<file path="config.mk">
export PLATFORM = sky130hd
export DESIGN_NAME = dsc_chain_walker
export DESIGN_NICKNAME = d
export VERILOG_FILES = /design/src/rtl/dcw_pkg.sv /design/src/rtl/dcw_desc_regs.sv /design/src/rtl/dcw_burst_gen.sv /design/src/rtl/dcw_status.sv /design/src/rtl/dsc_chain_walker.sv
export SDC_FILE = /design/constraint.sdc
export NUM_CORES = 1
export LEC_CHECK = 0
export BUFFER_PORTS_ARGS = -buffer_cell sky130_fd_sc_hd__buf_2
export CAP_MARGIN = 20
export CORE_ASPECT_RATIO = 1.4
export CORE_MARGIN = 1.5
export CORE_UTILIZATION = 45
export DETAILED_ROUTE_END_ITERATION = 10
export PLACE_DENSITY = 0.66
export SYNTH_ARGS = -nofsm -noshare
export SYNTH_HDL_FRONTEND = slang
export SYNTH_SLANG_ARGS = --single-unit
</file>
<file path="constraint.sdc">
create_clock -name clk -period 4.2 [get_ports clk]
set_input_delay 0.63 -clock clk [delete_from_list [all_inputs] [get_ports clk]]
set_output_delay 0.63 -clock clk [all_outputs]
set_load 0.05 [all_outputs]
</file>
<file path="src/rtl/dcw_pkg.sv">
package dcw_pkg;

  // control word flag positions (software-visible, decoded by the walker)
  localparam int unsigned OWN_BIT   = 31;
  localparam int unsigned CHAIN_BIT = 4;
  localparam int unsigned LAST_BIT  = 2;
  localparam logic [31:0] OWN_MASK  = 32'(1) << OWN_BIT;

  // status bit positions
  localparam int unsigned ST_RX = 0;
  localparam int unsigned ST_TX = 1;
  localparam int unsigned ST_NA = 2;
  localparam int unsigned ST_W  = 3;

  typedef enum logic [2:0] {
    W_IDLE,
    W_RD,
    W_RDW,
    W_XFER,
    W_WB
  } walk_st_e;

  typedef enum logic [1:0] {
    B_IDLE,
    B_REQ,
    B_BEAT
  } bst_st_e;

  // next word slot to fetch; the wide layout skips the reserved slots 1 and 3
  function automatic logic [2:0] nxt_slot(input logic wide, input logic [2:0] slot);
    if (wide && (slot == 3'd0 || slot == 3'd2)) return slot + 3'd2;
    return slot + 3'd1;
  endfunction

  function automatic logic [2:0] end_slot(input logic wide);
    return wide ? 3'd7 : 3'd3;
  endfunction

endpackage

</file>
<file path="src/rtl/dcw_desc_regs.sv">
module dcw_desc_regs #(
  parameter int unsigned ADDR_W = 64,
  parameter int unsigned SIZE_W = 13,
  localparam int unsigned CNT_W = SIZE_W - 2,
  localparam int unsigned HI_W  = ADDR_W - 32
) (
  input  logic              clk,
  input  logic              rst_n,
  input  logic              cap_en,
  input  logic              wide,
  input  logic [2:0]        slot,
  input  logic [31:0]       word,
  output logic [31:0]       ctrl,
  output logic [CNT_W-1:0]  n_words,
  output logic [ADDR_W-1:0] buf_addr,
  output logic [ADDR_W-1:0] nxt_addr
);

  logic [31:0]       ctrl_q, ctrl_d;
  logic [CNT_W-1:0]  cnt_q, cnt_d;
  logic [ADDR_W-1:0] buf_q, buf_d;
  logic [ADDR_W-1:0] nxt_q, nxt_d;

  always_comb begin
    ctrl_d = ctrl_q;
    cnt_d  = cnt_q;
    buf_d  = buf_q;
    nxt_d  = nxt_q;
    if (cap_en) begin
      if (!wide) begin
        unique case (slot)
          3'd0: ctrl_d = word;
          3'd1: cnt_d  = word[SIZE_W-1:2];
          3'd2: buf_d  = {{HI_W{1'b0}}, word};
          3'd3: nxt_d  = {{HI_W{1'b0}}, word};
          default: ;
        endcase
      end else begin
        unique case (slot)
          3'd0: ctrl_d = word;
          3'd2: cnt_d  = word[SIZE_W-1:2];
          3'd4: buf_d[31:0] = word;
          3'd5: buf_d[ADDR_W-1:32] = word[HI_W-1:0];
          3'd6: nxt_d[31:0] = word;
          3'd7: nxt_d[ADDR_W-1:32] = word[HI_W-1:0];
          default: ;
        endcase
      end
    end
  end

  always_ff @(posedge clk or negedge rst_n) begin
    if (!rst_n) begin
      ctrl_q <= '0;
      cnt_q  <= '0;
      buf_q  <= '0;
      nxt_q  <= '0;
    end else if (cap_en) begin
      ctrl_q <= ctrl_d;
      cnt_q  <= cnt_d;
      buf_q  <= buf_d;
      nxt_q  <= nxt_d;
    end
  end

  assign ctrl     = ctrl_q;
  assign n_words  = cnt_q;
  assign buf_addr = buf_q;
  assign nxt_addr = nxt_q;

endmodule

</file>
<file path="src/rtl/dcw_burst_gen.sv">
module dcw_burst_gen
  import dcw_pkg::*;
#(
  parameter int unsigned ADDR_W      = 64,
  parameter int unsigned CNT_W       = 11,
  parameter int unsigned BURST_WORDS = 8,
  localparam int unsigned LEN_W      = $clog2(BURST_WORDS + 1)
) (
  input  logic              clk,
  input  logic              rst_n,
  input  logic              start,
  input  logic [ADDR_W-1:0] start_addr,
  input  logic [CNT_W-1:0]  start_words,
  output logic              bst_req,
  output logic [ADDR_W-1:0] bst_addr,
  output logic [LEN_W-1:0]  bst_len,
  input  logic              bst_gnt,
  input  logic              beat_valid,
  output logic              beat_ready,
  output logic              beat_last,
  output logic              done
);

  bst_st_e           st_q, st_d;
  logic [ADDR_W-1:0] addr_q, addr_d;
  logic [CNT_W-1:0]  rem_q, rem_d;
  logic [LEN_W-1:0]  beat_q, beat_d;
  logic              done_q, done_d;
  logic [LEN_W-1:0]  len_now;

  assign len_now = (rem_q > CNT_W'(BURST_WORDS)) ? LEN_W'(BURST_WORDS) : LEN_W'(rem_q);

  always_comb begin
    st_d   = st_q;
    addr_d = addr_q;
    rem_d  = rem_q;
    beat_d = beat_q;
    done_d = 1'b0;
    unique case (st_q)
      B_IDLE: begin
        if (start) begin
          addr_d = start_addr;
          rem_d  = start_words;
          if (start_words == '0) done_d = 1'b1;
          else                   st_d   = B_REQ;
        end
      end
      B_REQ: begin
        if (bst_gnt) begin
          beat_d = len_now;
          st_d   = B_BEAT;
        end
      end
      B_BEAT: begin
        if (beat_valid) begin
          beat_d = beat_q - LEN_W'(1);
          if (beat_q == LEN_W'(1)) begin
            rem_d  = rem_q - CNT_W'(len_now);
            addr_d = addr_q + (ADDR_W'(len_now) << 2);
            if (rem_q == CNT_W'(len_now)) begin
              done_d = 1'b1;
              st_d   = B_IDLE;
            end else begin
              st_d   = B_REQ;
            end
          end
        end
      end
      default: st_d = B_IDLE;
    endcase
  end

  always_ff @(posedge clk or negedge rst_n) begin
    if (!rst_n) begin
      st_q   <= B_IDLE;
      addr_q <= '0;
      rem_q  <= '0;
      beat_q <= '0;
      done_q <= 1'b0;
    end else begin
      st_q   <= st_d;
      addr_q <= addr_d;
      rem_q  <= rem_d;
      beat_q <= beat_d;
      done_q <= done_d;
    end
  end

  assign bst_req    = (st_q == B_REQ);
  assign bst_addr   = addr_q;
  assign bst_len    = len_now;
  assign beat_ready = (st_q == B_BEAT);
  assign beat_last  = (st_q == B_BEAT) && (beat_q == LEN_W'(1));
  assign done       = done_q;

endmodule

</file>
<file path="src/rtl/dcw_status.sv">
module dcw_status
  import dcw_pkg::*;
(
  input  logic            clk,
  input  logic            rst_n,
  input  logic [ST_W-1:0] set,
  input  logic [ST_W-1:0] clr,
  output logic [ST_W-1:0] stat,
  output logic            irq
);

  logic [ST_W-1:0] stat_q, stat_d;
  logic            upd;

  assign upd    = (|set) || (|clr);
  assign stat_d = (stat_q & ~clr) | set;

  always_ff @(posedge clk or negedge rst_n) begin
    if (!rst_n)   stat_q <= '0;
    else if (upd) stat_q <= stat_d;
  end

  assign stat = stat_q;
  assign irq  = |stat_q;

endmodule

</file>
<file path="src/rtl/dsc_chain_walker.sv">
module dsc_chain_walker
  import dcw_pkg::*;
#(
  parameter int unsigned ADDR_W      = 64,
  parameter int unsigned SIZE_W      = 13,
  parameter int unsigned BURST_WORDS = 8,
  localparam int unsigned LEN_W      = $clog2(BURST_WORDS + 1),
  localparam int unsigned CNT_W      = SIZE_W - 2
) (
  input  logic              clk,
  input  logic              rst_n,
  input  logic              dma_en,
  input  logic              go,
  input  logic              mode_wide,
  input  logic              dir_rx,
  input  logic [ADDR_W-1:0] desc_base,
  output logic              mreq,
  output logic              mwe,
  output logic [ADDR_W-1:0] maddr,
  output logic [31:0]       mwdata,
  input  logic              mgnt,
  input  logic              mrvalid,
  input  logic [31:0]       mrdata,
  output logic              bst_req,
  output logic              bst_wr,
  output logic [ADDR_W-1:0] bst_addr,
  output logic [LEN_W-1:0]  bst_len,
  input  logic              bst_gnt,
  input  logic              beat_valid,
  output logic              beat_ready,
  output logic              beat_last,
  input  logic [ST_W-1:0]   stat_clr,
  output logic [ST_W-1:0]   stat,
  output logic              irq
);

  walk_st_e          st_q, st_d;
  logic [ADDR_W-1:0] cur_q, cur_d;
  logic [2:0]        slot_q, slot_d;
  logic              wide_q, wide_d;
  logic              rx_q, rx_d;
  logic              run_en;

  logic              cap_en;
  logic [31:0]       ctrl_w;
  logic [CNT_W-1:0]  words_w;
  logic [ADDR_W-1:0] buf_w;
  logic [ADDR_W-1:0] nxt_w;
  logic              bst_start;
  logic              bst_done;
  logic [ST_W-1:0]   stat_set;
  logic [ADDR_W-1:0] stride;

  assign cap_en = (st_q == W_RDW) && mrvalid;
  assign stride = wide_q ? ADDR_W'(32) : ADDR_W'(16);

  dcw_desc_regs #(
    .ADDR_W (ADDR_W),
    .SIZE_W (SIZE_W)
  ) u_desc (
    .clk      (clk),
    .rst_n    (rst_n),
    .cap_en   (cap_en),
    .wide     (wide_q),
    .slot     (slot_q),
    .word     (mrdata),
    .ctrl     (ctrl_w),
    .n_words  (words_w),
    .buf_addr (buf_w),
    .nxt_addr (nxt_w)
  );

  dcw_burst_gen #(
    .ADDR_W      (ADDR_W),
    .CNT_W       (CNT_W),
    .BURST_WORDS (BURST_WORDS)
  ) u_bst (
    .clk         (clk),
    .rst_n       (rst_n),
    .start       (bst_start),
    .start_addr  (buf_w),
    .start_words (words_w),
    .bst_req     (bst_req),
    .bst_addr    (bst_addr),
    .bst_len     (bst_len),
    .bst_gnt     (bst_gnt),
    .beat_valid  (beat_valid),
    .beat_ready  (beat_ready),
    .beat_last   (beat_last),
    .done        (bst_done)
  );

  dcw_status u_stat (
    .clk   (clk),
    .rst_n (rst_n),
    .set   (stat_set),
    .clr   (stat_clr),
    .stat  (stat),
    .irq   (irq)
  );

  // walk sequencer: next-state logic
  always_comb begin
    st_d      = st_q;
    cur_d     = cur_q;
    slot_d    = slot_q;
    wide_d    = wide_q;
    rx_d      = rx_q;
    stat_set  = '0;
    bst_start = 1'b0;
    mreq      = 1'b0;
    mwe       = 1'b0;
    maddr     = cur_q + (ADDR_W'(slot_q) << 2);
    mwdata    = ctrl_w & ~OWN_MASK;
    unique case (st_q)
      W_IDLE: begin
        if (go && dma_en) begin
          cur_d  = desc_base;
          slot_d = 3'd0;
          wide_d = mode_wide;
          rx_d   = dir_rx;
          st_d   = W_RD;
        end
      end
      W_RD: begin
        mreq = 1'b1;
        if (mgnt) st_d = W_RDW;
      end
      W_RDW: begin
        if (mrvalid) begin
          if (slot_q == 3'd0 && !mrdata[OWN_BIT]) begin
            stat_set[ST_NA] = 1'b1;
            st_d            = W_IDLE;
          end else if (slot_q == end_slot(wide_q)) begin
            // buffer fields sit in earlier slots, so they are already held
            bst_start = 1'b1;
            st_d      = W_XFER;
          end else begin
            slot_d = nxt_slot(wide_q, slot_q);
            st_d   = W_RD;
          end
        end
      end
      W_XFER: begin
        if (bst_done) st_d = W_WB;
      end
      W_WB: begin
        mreq  = 1'b1;
        mwe   = 1'b1;
        maddr = cur_q;
        if (mgnt) begin
          if (ctrl_w[LAST_BIT]) begin
            stat_set[ST_RX] = rx_q;
            stat_set[ST_TX] = !rx_q;
            st_d            = W_IDLE;
          end else begin
            cur_d  = ctrl_w[CHAIN_BIT] ? nxt_w : (cur_q + stride);
            slot_d = 3'd0;
            st_d   = W_RD;
          end
        end
      end
      default: st_d = W_IDLE;
    endcase
  end

  assign run_en = (st_q == W_IDLE) && go && dma_en;

  always_ff @(posedge clk or negedge rst_n) begin
    if (!rst_n) st_q <= W_IDLE;
    else        st_q <= st_d;
  end

  always_ff @(posedge clk or negedge rst_n) begin
    if (!rst_n) begin
      cur_q  <= '0;
      slot_q <= '0;
    end else if (st_q != W_IDLE || run_en) begin
      cur_q  <= cur_d;
      slot_q <= slot_d;
    end
  end

  always_ff @(posedge clk or negedge rst_n) begin
    if (!rst_n) begin
      wide_q <= 1'b0;
      rx_q   <= 1'b0;
    end else if (run_en) begin
      wide_q <= wide_d;
      rx_q   <= rx_d;
    end
  end

  assign bst_wr = rx_q;

endmodule

</file>
==> results.cfg <==
[place]
numPortBuffers = 281
dp_hpwl_mm = 48.4
gp_congestion = 0.962
pre_cts_ws_ns = 0.466

[min_path]
hp-class = in2async

[layout]
fill_cells = 3769
finish.net_count = 2374
areaGrowthSynthToFinish_pct = 18.3
diodes = 0
drive_above_1_share = 0.239

[sta]
finalHoldViolations = 0
finalMaxSlewViolations = 0
clock.fmax_mhz = 243
skew_ns = 0.0134
fin_ws_ns = 0.0778
min_period_over_period = 0.981
setup_viol_count_final = 0
fin_crit_ns = 4.12
rsz0062_at_grt = yes
worstMarginPinSlew_ns = 1.14
max_slew_margin = 0.240
whs_ns = 0.155

[worst_setup_path]
reg2reg_depth = 11
r2r_slack_ns = 0.46
critPathCaptureType = primary output
cpMaxStageDelayCell = dfrtp_1
path_delay_family = simple AND/OR/NAND/NOR gates
cpPeakStageDelay_ns = 0.41
cp-start-kind = flip-flop
crit_required_ns = 3.57
path_cells = ha_1, inv_1, fa_1, nor2b_1, o211ai_1, nor3_4, nand2_1, nor3_1, xor2_1, buf_2
worstReg2RegStart = u_bst.rem_q[6]
worstPathArrival_ns = 3.49
critPathKind = reg2out
worstSetupStartpoint = slot_q[0]
cp_num_cells = 10
crit_fanout = 6
crit_buf_inv = 2
critical_path.endpoint = maddr[50]
rr_endpoint = u_bst.bst_addr[57]

[detailed_routing]
vias_per_cell = 6.08
antenna_left = 0
num_vias = 17000
avgRoutedWirePerCell_um = 23.5
drc = 0
wirelength_mm = 65.8
first_iter_violations = 1691
first_pass_iters = 5

[die]
fp.coreArea_sq_um = 40300
die_w_um = 174
die_h_um = 242
pin_count = 283
rows = 87
die-area_sq_um = 42100
start_util = 0.456

[yosys]
synth-edff-count = 0
yosys_most_used_dff = dfrtp_1
syn-num-nets = 2152
ys_top_cells_by_area = dfrtp_1, mux2_2, nand2_1
netlist.area_leader.share = 0.445
syn_area_per_cell_sq_um = 9.09
yosys.area.top_type = dfrtp_1
ys_seq_area_frac = 0.445
synth-seq-cells = 327
synth_cells = 2022
synth_warnings = 0
async_flop_share = 1.00
synth.most_common_cell = dfrtp_1
syn-cell-area_sq_um = 18400
synth_cell_types = 87
synthTopCellsByCount = dfrtp_1, nand2_1, o21ai_0

[global_route]
grt_max_degree = 128
antenna_found_initial = 0
grt_pass1_wl_mm = 101
track_usage = 0.309
grt_overflow = 0
grt_pass1_vias = 16400

[power_and_ir_drop]
p_leak_nw = 9.47
ir_worst_vdd_v = 0.000708
power.density_nw_per_um2 = 779

[clocking]
cts_tree = yes
cts-root-buf = clkbuf_16
numCtsBuffers = 35
worstSkewPairLatency_ns = 0.54
cts.path.max_buffers = 3
clkTransAtPathRegs_ns = 0.06
ctsHoldBuffers = 0
clkSinkCount = 327
h-tree-depth = 2

[status]
status = completed

[flow_run]
drv_cap = 0
-- where the power goes --
group	internal, mW	leakage (nW)	switching [mW]	total (mW)
Clock	2.27	0.649	1.37	3.64
Sequential	4.27	4.25	1.54	5.81
Combinational	2.20	4.58	5.28	7.49
-- through the flow --
step	std cells	setup TNS (ns)	total power, mW	util	area [sq um]
2_1_floorplan	2022	0	11.0	-	18400
6_report	2803	0	16.9	0.540	21700
3_3_place_gp	2736	0	13.1	0.505	20300
3_5_place_dp	2736	0	13.2	0.505	20300
5_1_grt	2803	-0.141	17.8	0.540	21700
4_1_cts	2798	0	16.9	0.538	21700
-- cell type report --
| class | count | area, sq um | area share |
|---|---|---|---|
| clock buffers | 45 | 1020 | 0.0467 |
| well taps | 534 | 668 | 0.0307 |
| multi-input cells | 1505 | 9490 | 0.437 |
| clock inverters | 17 | 325 | 0.0150 |
| flip-flops and latches | 327 | 8180 | 0.377 |
| inverters | 38 | 143 | 0.00656 |
| repair buffers | 337 | 1910 | 0.0877 |
-- logic make-up (layout without fill, tap and decap cells) --
kind of cell / count (synthesis) / after routing / synth area share
other: 2 / 2 / 0.000409
XOR/XNOR: 99 / 99 / 0.0472
buffers and inverters: 190 / 437 / 0.0417
adder cells (fa/ha/maj): 21 / 21 / 0.0155
AND/OR/NAND/NOR: 756 / 756 / 0.204
flip-flops: 327 / 327 / 0.445
multiplexers: 141 / 141 / 0.0840
AO/OA/AOI/OAI: 486 / 486 / 0.161
-- sequential cells by signal, indices dropped and copies added (netlist names) --
signal	cells
cur_q	64
u_desc.n_words	11
u_desc.buf_addr	64
wide_q	1
slot_q	3
u_desc.ctrl	31
u_stat.stat	3
bst_wr	1
u_bst.beat_q	4
u_bst.done	1
u_bst.st_q	2
u_desc.nxt_addr	64
u_bst.bst_addr	64
u_bst.rem_q	11
st_q	3
-- routing by layer --
layer,up-vias,part of all wire,GRT usage
met3,147,0.067,0.0450
li1,7746,-,-
met4,0,0.044,0.127
met1,8417,0.40,0.391
met5,-,0,0
met2,730,0.49,0.528
-- timing repair --
item,4_1_cts,5_1_grt
buffers inserted,0,4
gates resized for setup,0,1
endpoints found under the setup margin,0,4
-- cells in the final DEF (no fill, tap or decap), types with 35 or more instances in the layout --
cell,n
mux2_2,106
dfrtp_1,327
o21ai_0,142
a21oi_1,120
inv_1,36
xnor2_1,54
buf_4,51
buf_2,280
nand3_1,96
clkbuf_16,37
nand2_1,260
xor2_1,45
mux2i_1,35
nor2_1,136
nor3_1,54
o22ai_1,49
nand4_1,52
-- how the worst min path moves through the flow --
| stage | from | endpoint | depth (start not counted) |
|---|---|---|---|
| CTS | rst_n | cur_q[0] | 1 |
| floorplan | rst_n | bst_wr | 0 |
| detailed placement | u_desc.buf_addr[1] | u_bst.bst_addr[1] | 2 |
| global route | rst_n | u_desc.nxt_addr[10] | 1 |
| global placement | u_desc.nxt_addr[61] | u_desc.nxt_addr[61] | 2 |
| finish | rst_n | cur_q[1] | 1 |
(Power assumes the default switching activity.)
